[src/rtl/tick_timer_pkg.sv]
package tick_timer_pkg;

    // Sequencer states
    typedef enum logic [1:0] {
        ST_STOPPED     = 2'd0,
        ST_COUNTING    = 2'd1,
        ST_FIRE_RELOAD = 2'd2,
        ST_FIRE_HALT   = 2'd3
    } tmr_state_e;

    // Word indices whose position other logic decodes
    localparam int unsigned IDX_CTRL   = 2;
    localparam int unsigned IDX_BUFFER = 15;
    localparam int unsigned IDX_OBSERVE = 16;
    localparam int unsigned WORD_COUNT = 17;

    // Control-word bit positions
    localparam int unsigned BIT_GO     = 20;
    localparam int unsigned BIT_LATCH  = 21;
    localparam int unsigned BIT_REPEAT = 22;

endpackage

[src/rtl/tick_timer_decode.sv]
module tick_timer_decode #(
    parameter int unsigned ADDR_W = 8,
    parameter int unsigned DATA_W = 32,
    parameter int unsigned IDX_W  = 5
) (
    input  logic              bus_valid,
    input  logic              bus_write,
    input  logic [ADDR_W-1:0] bus_addr,
    input  logic [DATA_W-1:0] bus_wdata,
    output logic [IDX_W-1:0]  word_idx,
    output logic              wr_en,
    output logic              rd_en,
    output logic              cmd_valid,
    output logic              cmd_go,
    output logic              latch_req
);
    import tick_timer_pkg::*;

    logic ctrl_hit;

    always_comb begin
        word_idx  = bus_addr[IDX_W+1:2];
        wr_en     = bus_valid && bus_write;
        rd_en     = bus_valid && !bus_write;
        ctrl_hit  = wr_en && (word_idx == IDX_W'(IDX_CTRL));
        latch_req = ctrl_hit && bus_wdata[BIT_LATCH];
        // start/stop command only when the manual-update bit is clear
        cmd_valid = ctrl_hit && !bus_wdata[BIT_LATCH];
        cmd_go    = bus_wdata[BIT_GO];
    end

endmodule

[src/rtl/tick_timer_regfile.sv]
module tick_timer_regfile #(
    parameter int unsigned DATA_W = 32,
    parameter int unsigned IDX_W  = 5
) (
    input  logic              clk,
    input  logic              rst_n,
    input  logic              wr_en,
    input  logic              rd_en,
    input  logic              latch_req,
    input  logic [IDX_W-1:0]  word_idx,
    input  logic [DATA_W-1:0] wdata,
    input  logic [DATA_W-1:0] live_count,
    output logic [DATA_W-1:0] rdata,
    output logic [DATA_W-1:0] ctrl_word,
    output logic [DATA_W-1:0] reload_val
);
    import tick_timer_pkg::*;

    localparam int unsigned NUM_STORED = IDX_OBSERVE;
    localparam int unsigned SEL_W      = $clog2(NUM_STORED);

    logic [DATA_W-1:0] word_q [NUM_STORED];
    logic [DATA_W-1:0] read_mux;

    // One storage word per writable index
    for (genvar w = 0; w < NUM_STORED; w++) begin : g_word
        logic [DATA_W-1:0] q;
        always_ff @(posedge clk) begin
            if (!rst_n) begin
                q <= '0;
            end else if (wr_en && (word_idx == IDX_W'(w))) begin
                q <= wdata;
            end
        end
        assign word_q[w] = q;
    end

    assign ctrl_word = word_q[IDX_CTRL];

    // Manual update: buffer word into the reload latch
    always_ff @(posedge clk) begin
        if (!rst_n) begin
            reload_val <= '0;
        end else if (latch_req) begin
            reload_val <= word_q[IDX_BUFFER];
        end
    end

    always_comb begin
        if (word_idx < IDX_W'(NUM_STORED)) begin
            read_mux = word_q[word_idx[SEL_W-1:0]];
        end else if (word_idx == IDX_W'(IDX_OBSERVE)) begin
            read_mux = live_count;
        end else begin
            read_mux = '0;
        end
    end

    always_ff @(posedge clk) begin
        if (!rst_n) begin
            rdata <= '0;
        end else if (rd_en) begin
            rdata <= read_mux;
        end
    end

    // the latch takes the buffer value seen at the control write
    p_latch_copy_r4: assert property (@(posedge clk) disable iff (!rst_n)
        latch_req |=> (reload_val == $past(word_q[IDX_BUFFER])));

    // out-of-range indices read as zero
    p_unmapped_zero_r3: assert property (@(posedge clk) disable iff (!rst_n)
        (rd_en && (word_idx > IDX_W'(IDX_OBSERVE))) |=> (rdata == '0));

    // observation word reads the live count
    p_observe_live_r10: assert property (@(posedge clk) disable iff (!rst_n)
        (rd_en && (word_idx == IDX_W'(IDX_OBSERVE))) |=> (rdata == $past(live_count)));

endmodule

[src/rtl/tick_timer_core.sv]
module tick_timer_core #(
    parameter int unsigned DATA_W = 32
) (
    input  logic              clk,
    input  logic              rst_n,
    input  logic              tick_en,
    input  logic              cmd_valid,
    input  logic              cmd_go,
    input  logic              repeat_en,
    input  logic [DATA_W-1:0] reload_val,
    output logic [DATA_W-1:0] count,
    output logic              irq
);
    import tick_timer_pkg::*;

    localparam logic [DATA_W-1:0] ONE = DATA_W'(1);

    tmr_state_e        state_q, state_d;
    logic [DATA_W-1:0] count_d;
    logic              active;
    logic              expiring;

    always_comb begin
        active   = (state_q == ST_COUNTING) || (state_q == ST_FIRE_RELOAD);
        expiring = active && tick_en && (count <= ONE);
    end

    // Next-state and next-count
    always_comb begin
        state_d = state_q;
        count_d = count;
        if (cmd_valid) begin
            if (cmd_go) begin
                state_d = ST_COUNTING;
                count_d = reload_val;
            end else begin
                state_d = ST_STOPPED;
            end
        end else begin
            unique case (state_q)
                ST_STOPPED: begin
                    state_d = ST_STOPPED;
                end
                ST_FIRE_HALT: begin
                    state_d = ST_STOPPED;
                end
                ST_COUNTING, ST_FIRE_RELOAD: begin
                    if (expiring) begin
                        if (repeat_en) begin
                            state_d = ST_FIRE_RELOAD;
                            count_d = reload_val;
                        end else begin
                            state_d = ST_FIRE_HALT;
                            count_d = '0;
                        end
                    end else begin
                        state_d = ST_COUNTING;
                        if (tick_en) begin
                            count_d = count - ONE;
                        end
                    end
                end
                default: begin
                    state_d = ST_STOPPED;
                end
            endcase
        end
    end

    // State register
    always_ff @(posedge clk) begin
        if (!rst_n) begin
            state_q <= ST_STOPPED;
            count   <= '0;
        end else begin
            state_q <= state_d;
            count   <= count_d;
        end
    end

    // Outputs
    always_comb begin
        unique case (state_q)
            ST_FIRE_RELOAD, ST_FIRE_HALT: irq = 1'b1;
            default:                      irq = 1'b0;
        endcase
    end

    // a non-expiring tick lowers the count by one
    p_tick_step_r6: assert property (@(posedge clk) disable iff (!rst_n)
        (active && tick_en && (count > ONE) && !cmd_valid)
        |=> (count == $past(count) - ONE));

    // no tick, no change while counting
    p_no_tick_hold_r6: assert property (@(posedge clk) disable iff (!rst_n)
        (active && !tick_en && !cmd_valid) |=> $stable(count));

    // repeat expiry reloads and raises the interrupt
    p_rearm_r8: assert property (@(posedge clk) disable iff (!rst_n)
        (expiring && repeat_en && !cmd_valid)
        |=> (irq && (count == $past(reload_val))));

    // non-repeat expiry parks at zero, then stops
    p_halt_zero_r8: assert property (@(posedge clk) disable iff (!rst_n)
        (state_q == ST_FIRE_HALT) |-> (count == '0));

    // a stop command freezes the count
    p_stop_freeze_r9: assert property (@(posedge clk) disable iff (!rst_n)
        (cmd_valid && !cmd_go) |=> ((state_q == ST_STOPPED) && $stable(count)));

    // the interrupt rises only after an expiring tick
    p_irq_cause_r7: assert property (@(posedge clk) disable iff (!rst_n)
        (!expiring || cmd_valid) |=> !irq);

endmodule

[src/rtl/tick_timer.sv]
module tick_timer #(
    parameter int unsigned ADDR_W = 8,
    parameter int unsigned DATA_W = 32
) (
    input  logic              clk,
    input  logic              rst_n,
    input  logic              bus_valid,
    input  logic              bus_write,
    input  logic [ADDR_W-1:0] bus_addr,
    input  logic [DATA_W-1:0] bus_wdata,
    output logic [DATA_W-1:0] bus_rdata,
    input  logic              tick_en,
    output logic              irq
);
    import tick_timer_pkg::*;

    localparam int unsigned IDX_W = 5;

    logic [IDX_W-1:0]  word_idx;
    logic              wr_en;
    logic              rd_en;
    logic              cmd_valid;
    logic              cmd_go;
    logic              latch_req;
    logic [DATA_W-1:0] ctrl_word;
    logic [DATA_W-1:0] reload_val;
    logic [DATA_W-1:0] count;

    tick_timer_decode #(
        .ADDR_W (ADDR_W),
        .DATA_W (DATA_W),
        .IDX_W  (IDX_W)
    ) u_decode (
        .bus_valid (bus_valid),
        .bus_write (bus_write),
        .bus_addr  (bus_addr),
        .bus_wdata (bus_wdata),
        .word_idx  (word_idx),
        .wr_en     (wr_en),
        .rd_en     (rd_en),
        .cmd_valid (cmd_valid),
        .cmd_go    (cmd_go),
        .latch_req (latch_req)
    );

    tick_timer_regfile #(
        .DATA_W (DATA_W),
        .IDX_W  (IDX_W)
    ) u_regs (
        .clk        (clk),
        .rst_n      (rst_n),
        .wr_en      (wr_en),
        .rd_en      (rd_en),
        .latch_req  (latch_req),
        .word_idx   (word_idx),
        .wdata      (bus_wdata),
        .live_count (count),
        .rdata      (bus_rdata),
        .ctrl_word  (ctrl_word),
        .reload_val (reload_val)
    );

    tick_timer_core #(
        .DATA_W (DATA_W)
    ) u_core (
        .clk        (clk),
        .rst_n      (rst_n),
        .tick_en    (tick_en),
        .cmd_valid  (cmd_valid),
        .cmd_go     (cmd_go),
        .repeat_en  (ctrl_word[BIT_REPEAT]),
        .reload_val (reload_val),
        .count      (count),
        .irq        (irq)
    );

    // nothing fires right after reset
    p_reset_quiet_r1: assert property (@(posedge clk)
        $rose(rst_n) |-> (!irq && (bus_rdata == '0)));

endmodule

[config.mk]
export PLATFORM = sky130hd
export DESIGN_NAME = tick_timer
export DESIGN_NICKNAME = d
export VERILOG_FILES = /design/src/rtl/tick_timer_pkg.sv /design/src/rtl/tick_timer_decode.sv /design/src/rtl/tick_timer_regfile.sv /design/src/rtl/tick_timer_core.sv /design/src/rtl/tick_timer.sv
export SDC_FILE = /design/constraint.sdc
export NUM_CORES = 2
export LEC_CHECK = 0
export ABC_CLOCK_PERIOD_IN_PS = 2900
export BUFFER_PORTS_ARGS = -buffer_cell sky130_fd_sc_hd__buf_2
export CELL_PAD_IN_SITES_DETAIL_PLACEMENT = 0
export CELL_PAD_IN_SITES_GLOBAL_PLACEMENT = 1
export CORE_MARGIN = 3
export CORE_UTILIZATION = 30
export CTS_CLUSTER_DIAMETER = 200
export DETAILED_ROUTE_END_ITERATION = 10
export GPL_ROUTABILITY_DRIVEN = 0
export PLACE_DENSITY_LB_ADDON = 0.1
export REMOVE_ABC_BUFFERS = 1
export SETUP_SLACK_MARGIN = 0.05
export SYNTH_ARGS = -nofsm -noshare
export SYNTH_HDL_FRONTEND = slang
export SYNTH_HIERARCHICAL = 1
export SYNTH_SLANG_ARGS = --single-unit
export TNS_END_PERCENT = 10
[constraint.sdc]
create_clock -name clk -period 2.9 [get_ports clk]
set_clock_uncertainty 0.05 [all_clocks]
set_input_delay 0.435 -clock clk [delete_from_list [all_inputs] [get_ports clk]]
set_output_delay 0.435 -clock clk [all_outputs]
set_load 0.1 [all_outputs]
==> reports/metrics.csv <==
stage;metric;value;unit
synthesis;post-synthesis compound-gate area fraction;20.8;%
sta;min setup slack post-route;317;ps
synthesis;Netlist cell types;63;
worst_setup_path;CP Max Fanout;9;
worst_setup_path;CP Class;reg -> reg;
power;maximum VDD drop;0.000377;V
clock_network;clk slew on worst S/H paths;60;ps
clock_network;Max clock buf depth;3;
routing;final wirelength;104;mm
cells_and_area;post-layout util;35.9;%
synthesis;top cell type's share of synthesized area;43.4;%
cells_and_area;Area Overhead vs Synth;17.7;%
power;internal power;14.9;mW
power;Clk pwr share;49.6;%
global_route;vias in the first global route;23900;
power;Leak;11.6;nW
worst_setup_path;Critical Path Start Type;flop;
routing;DR vias;24200;
global_route;initial antenna violation count;4;
clock_network;post-CTS setup repair buffer count;0;
floorplanning;die area;97600;um2
synthesis;mux share of post-synthesis cell area;10.2;%
floorplanning;die width;312;um
floorplanning;Site Rows;111;
synthesis;top cells by area, synth;dfxtp_1, nand2_1, a21boi_0;
sta;final hold vios;0;
routing;DRT iter0 DRCs;1635;
power;pwr dens;596;nW/um2
clock_network;number of clock sinks;610;
sta;Least-Margin Pin Slew;1110;ps
floorplanning;I/O Pins;78;
synthesis;#FFs+latches synth;610;
routing;Via density;5.11;
power;Seq pwr share;42.9;%
cells_and_area;fin nets;3473;
synthesis;post-synthesis area per instance;8.16;um2
synthesis;xor/xnor share of the synthesized area;0;%
global_route;total grt overflow;0;
routing;Met3 Wirelength;4.73;mm
synthesis;Seq/Total Area, Yosys;43.4;%
clock_network;# hold bufs at CTS;0;
cells_and_area;non-filler cells, final;4730;
cells_and_area;fillers;9371;
worst_setup_path;Req. time, crit path;3400;ps
cells_and_area;final instance area;33100;um2
sta;RSZ-0062 raised after global routing;false;
routing;DR top layer;met4;
sta;max_slew headroom;26.3;%
synthesis;Syn. warnings;6;
worst_setup_path;Reg2Reg Setup Slack;320;ps
routing;routed len/inst;22.0;um
place;dpl cells;4590;
sta;fmax;387;MHz
floorplanning;core box area;92400;um2
sta;fin crit share;89.1;%
routing;DRC Markers;0;
clock_network;cts repair resizes;0;
floorplanning;Die Span Y;312;um
global_route;first-pass GRT wire length;156;mm
sta;Hold WS;65.5;ps
clock_network;total CTS buffers;75;
worst_setup_path;Critical Path AT;3080;ps
cells_and_area;share of layout cells above drive strength 1;11.4;%
worst_setup_path;Crit. End Element;flop;
routing;met2 WL;48.2;mm
routing;Final ANT Viol Nets;0;
place;count of input and output buffers;74;
synthesis;Synth Area in Simple Gates;20.2;%
synthesis;prevailing post-synth register cell;dfxtp_1;
sta;# setup viols final;0;
floorplanning;Initial Utilization;30.5;%
synthesis;dominant cell type by area after synthesis;dfxtp_1;
global_route;pin count of the biggest net entering global routing;207;
power;switching portion of total power;24.7;%
min_path;min-delay worst type;in -> reg;
power;Gate power share;7.5;%
synthesis;Post-Syn Area;28200;um2
sta;fin crit period;2580;ps
place;Cell Area, Placed;30600;um2
synthesis;number of enable flip-flop cells after synthesis;0;
clock_network;CTS tree;built;
synthesis;Mapped Cells;3449;
power;sw power;4.88;mW
place;HPWL Detailed;63.4;mm
clock_network;H-tree Lvls;3;
job;number of max-cap violations;0;
synthesis;largest family of logic cells by synthesized area;compound AO/OA/AOI/OAI gates;
routing;DR pass1 iterations;6;
clock_network;clock latency on the worst-skew pair;620;ps
synthesis;fraction of registers with async set/reset;0;%
routing;met1 WL;49.6;mm
clock_network;root buffer cell;clkbuf_16;
global_route;Tot GR Track Use;20.8;%
place;post-placement setup slack;-26.0;ps
sta;Slew Viols, Final;0;
run_status;status;completed;
synthesis;Post-Synth Adder-Cell Area;0.178;%
[cells in the mapped netlist (4+ instances only)]
cell type	number
a21oi_1	43
nand2_1	1151
buf_2	56
clkbuf_1	259
nand2b_1	6
a31oi_1	35
a21boi_0	398
a32oi_1	10
nand4_1	42
nor3_2	4
a21boi_1	114
dfxtp_1	610
nor2b_1	38
buf_4	8
ha_1	4
inv_1	39
nor4_1	11
a22oi_1	103
nor3_1	18
o31ai_1	33
mux2i_1	288
o21ai_1	9
buf_1	4
nor4b_1	4
o211ai_1	9
nand3_1	24
o21ai_0	36
nor2_1	36
[state kept, by name, indices dropped and copies added, names as in the netlist]
signal / cells
u_core/state_q: 2
u_regs/reload_val: 32
u_regs/g_word.q: 480
u_core/count: 32
u_regs/ctrl_word: 32
u_regs/rdata: 32
[logic make-up (layout without fill, tap and decap cells)]
| family | after synthesis | in the layout |
|---|---|---|
| adder cells (fa/ha/maj) | 4 | 4 |
| flip-flops | 610 | 610 |
| AO/OA/AOI/OAI | 809 | 809 |
| other | 0 | 4 |
| multiplexers | 288 | 288 |
| AND/OR/NAND/NOR | 1371 | 1371 |
| buffers and inverters | 367 | 401 |
[path summary, 6_finish.rpt]
check	start	to	cells past startpoint
worst max-delay path	u_core/count[0]	u_core/count[14]	8
worst min-delay path	rst_n	u_regs/reload_val[2]	2
worst max register to register	u_core/count[0]	u_core/count[14]	8
worst min register to register	u_regs/g_word[0].q[18]	u_regs/g_word[0].q[18]	2
[critical path, cell delays in order, from the launching register on]
cell and delay [ps]:
dfxtp_1 520, inv_1 80, ha_1 220, o211ai_1 390
nor4_4 120, buf_4 200, or2_2 330, or4_1 520
nand3_1 100
[cells in the final DEF, fill, tap and decap left out, types with 13 or more instances in the layout]
cell type	n
a21boi_1	114
a21oi_1	43
dfxtp_1	610
buf_12	37
o31ai_1	33
nor2b_1	34
o21ai_0	36
clkbuf_16	79
a31oi_1	35
nand3_1	22
buf_2	72
clkbuf_1	13
nor3_1	15
mux2i_1	288
nor2_1	25
inv_1	39
clkbuf_8	26
a21boi_0	398
nor2_4	13
buf_4	115
a22oi_1	103
nand4_1	42
nand2_1	1143
[power by group through the flow]
stage / combinational [mW] / sequential, mW / clock [mW]
2_1_floorplan: 0.474 / 8.85 / 0
3_3_place_gp: 1.47 / 8.66 / 0
3_5_place_dp: 1.48 / 8.66 / 0
4_1_cts: 1.48 / 8.48 / 10.1
5_1_grt: 1.56 / 8.48 / 10.4
6_report: 1.48 / 8.48 / 9.79
[stage by stage]
stage	power, mW	setup TNS (ps)
2_1_floorplan	9.32	-103890
3_3_place_gp	10.1	-10.9
3_5_place_dp	10.1	-44.2
4_1_cts	20.0	0
5_1_grt	20.4	0
6_report	19.7	0
[routing by layer]
| layer | track usage, % | vias up |
|---|---|---|
| li1 | - | 11600 |
| met1 | 28.8 | 11900 |
| met2 | 34.3 | 502 |
| met3 | 3.07 | 119 |
| met4 | 4.54 | 0 |
| met5 | 0 | - |
[area by class of cell]
cell class / count / area, um2 / share of cell area [%]
multi-input cells: 2472 / 14600 / 44.2
inverters: 39 / 146 / 0.442
clock inverters: 18 / 200 / 0.604
flip-flops and latches: 610 / 12200 / 36.8
repair buffers: 226 / 1990 / 6.02
clock buffers: 118 / 2380 / 7.19
well taps: 1243 / 1560 / 4.69
diodes: 4 / 10.0 / 0.0302
Power figures use the tool's default switching activity.
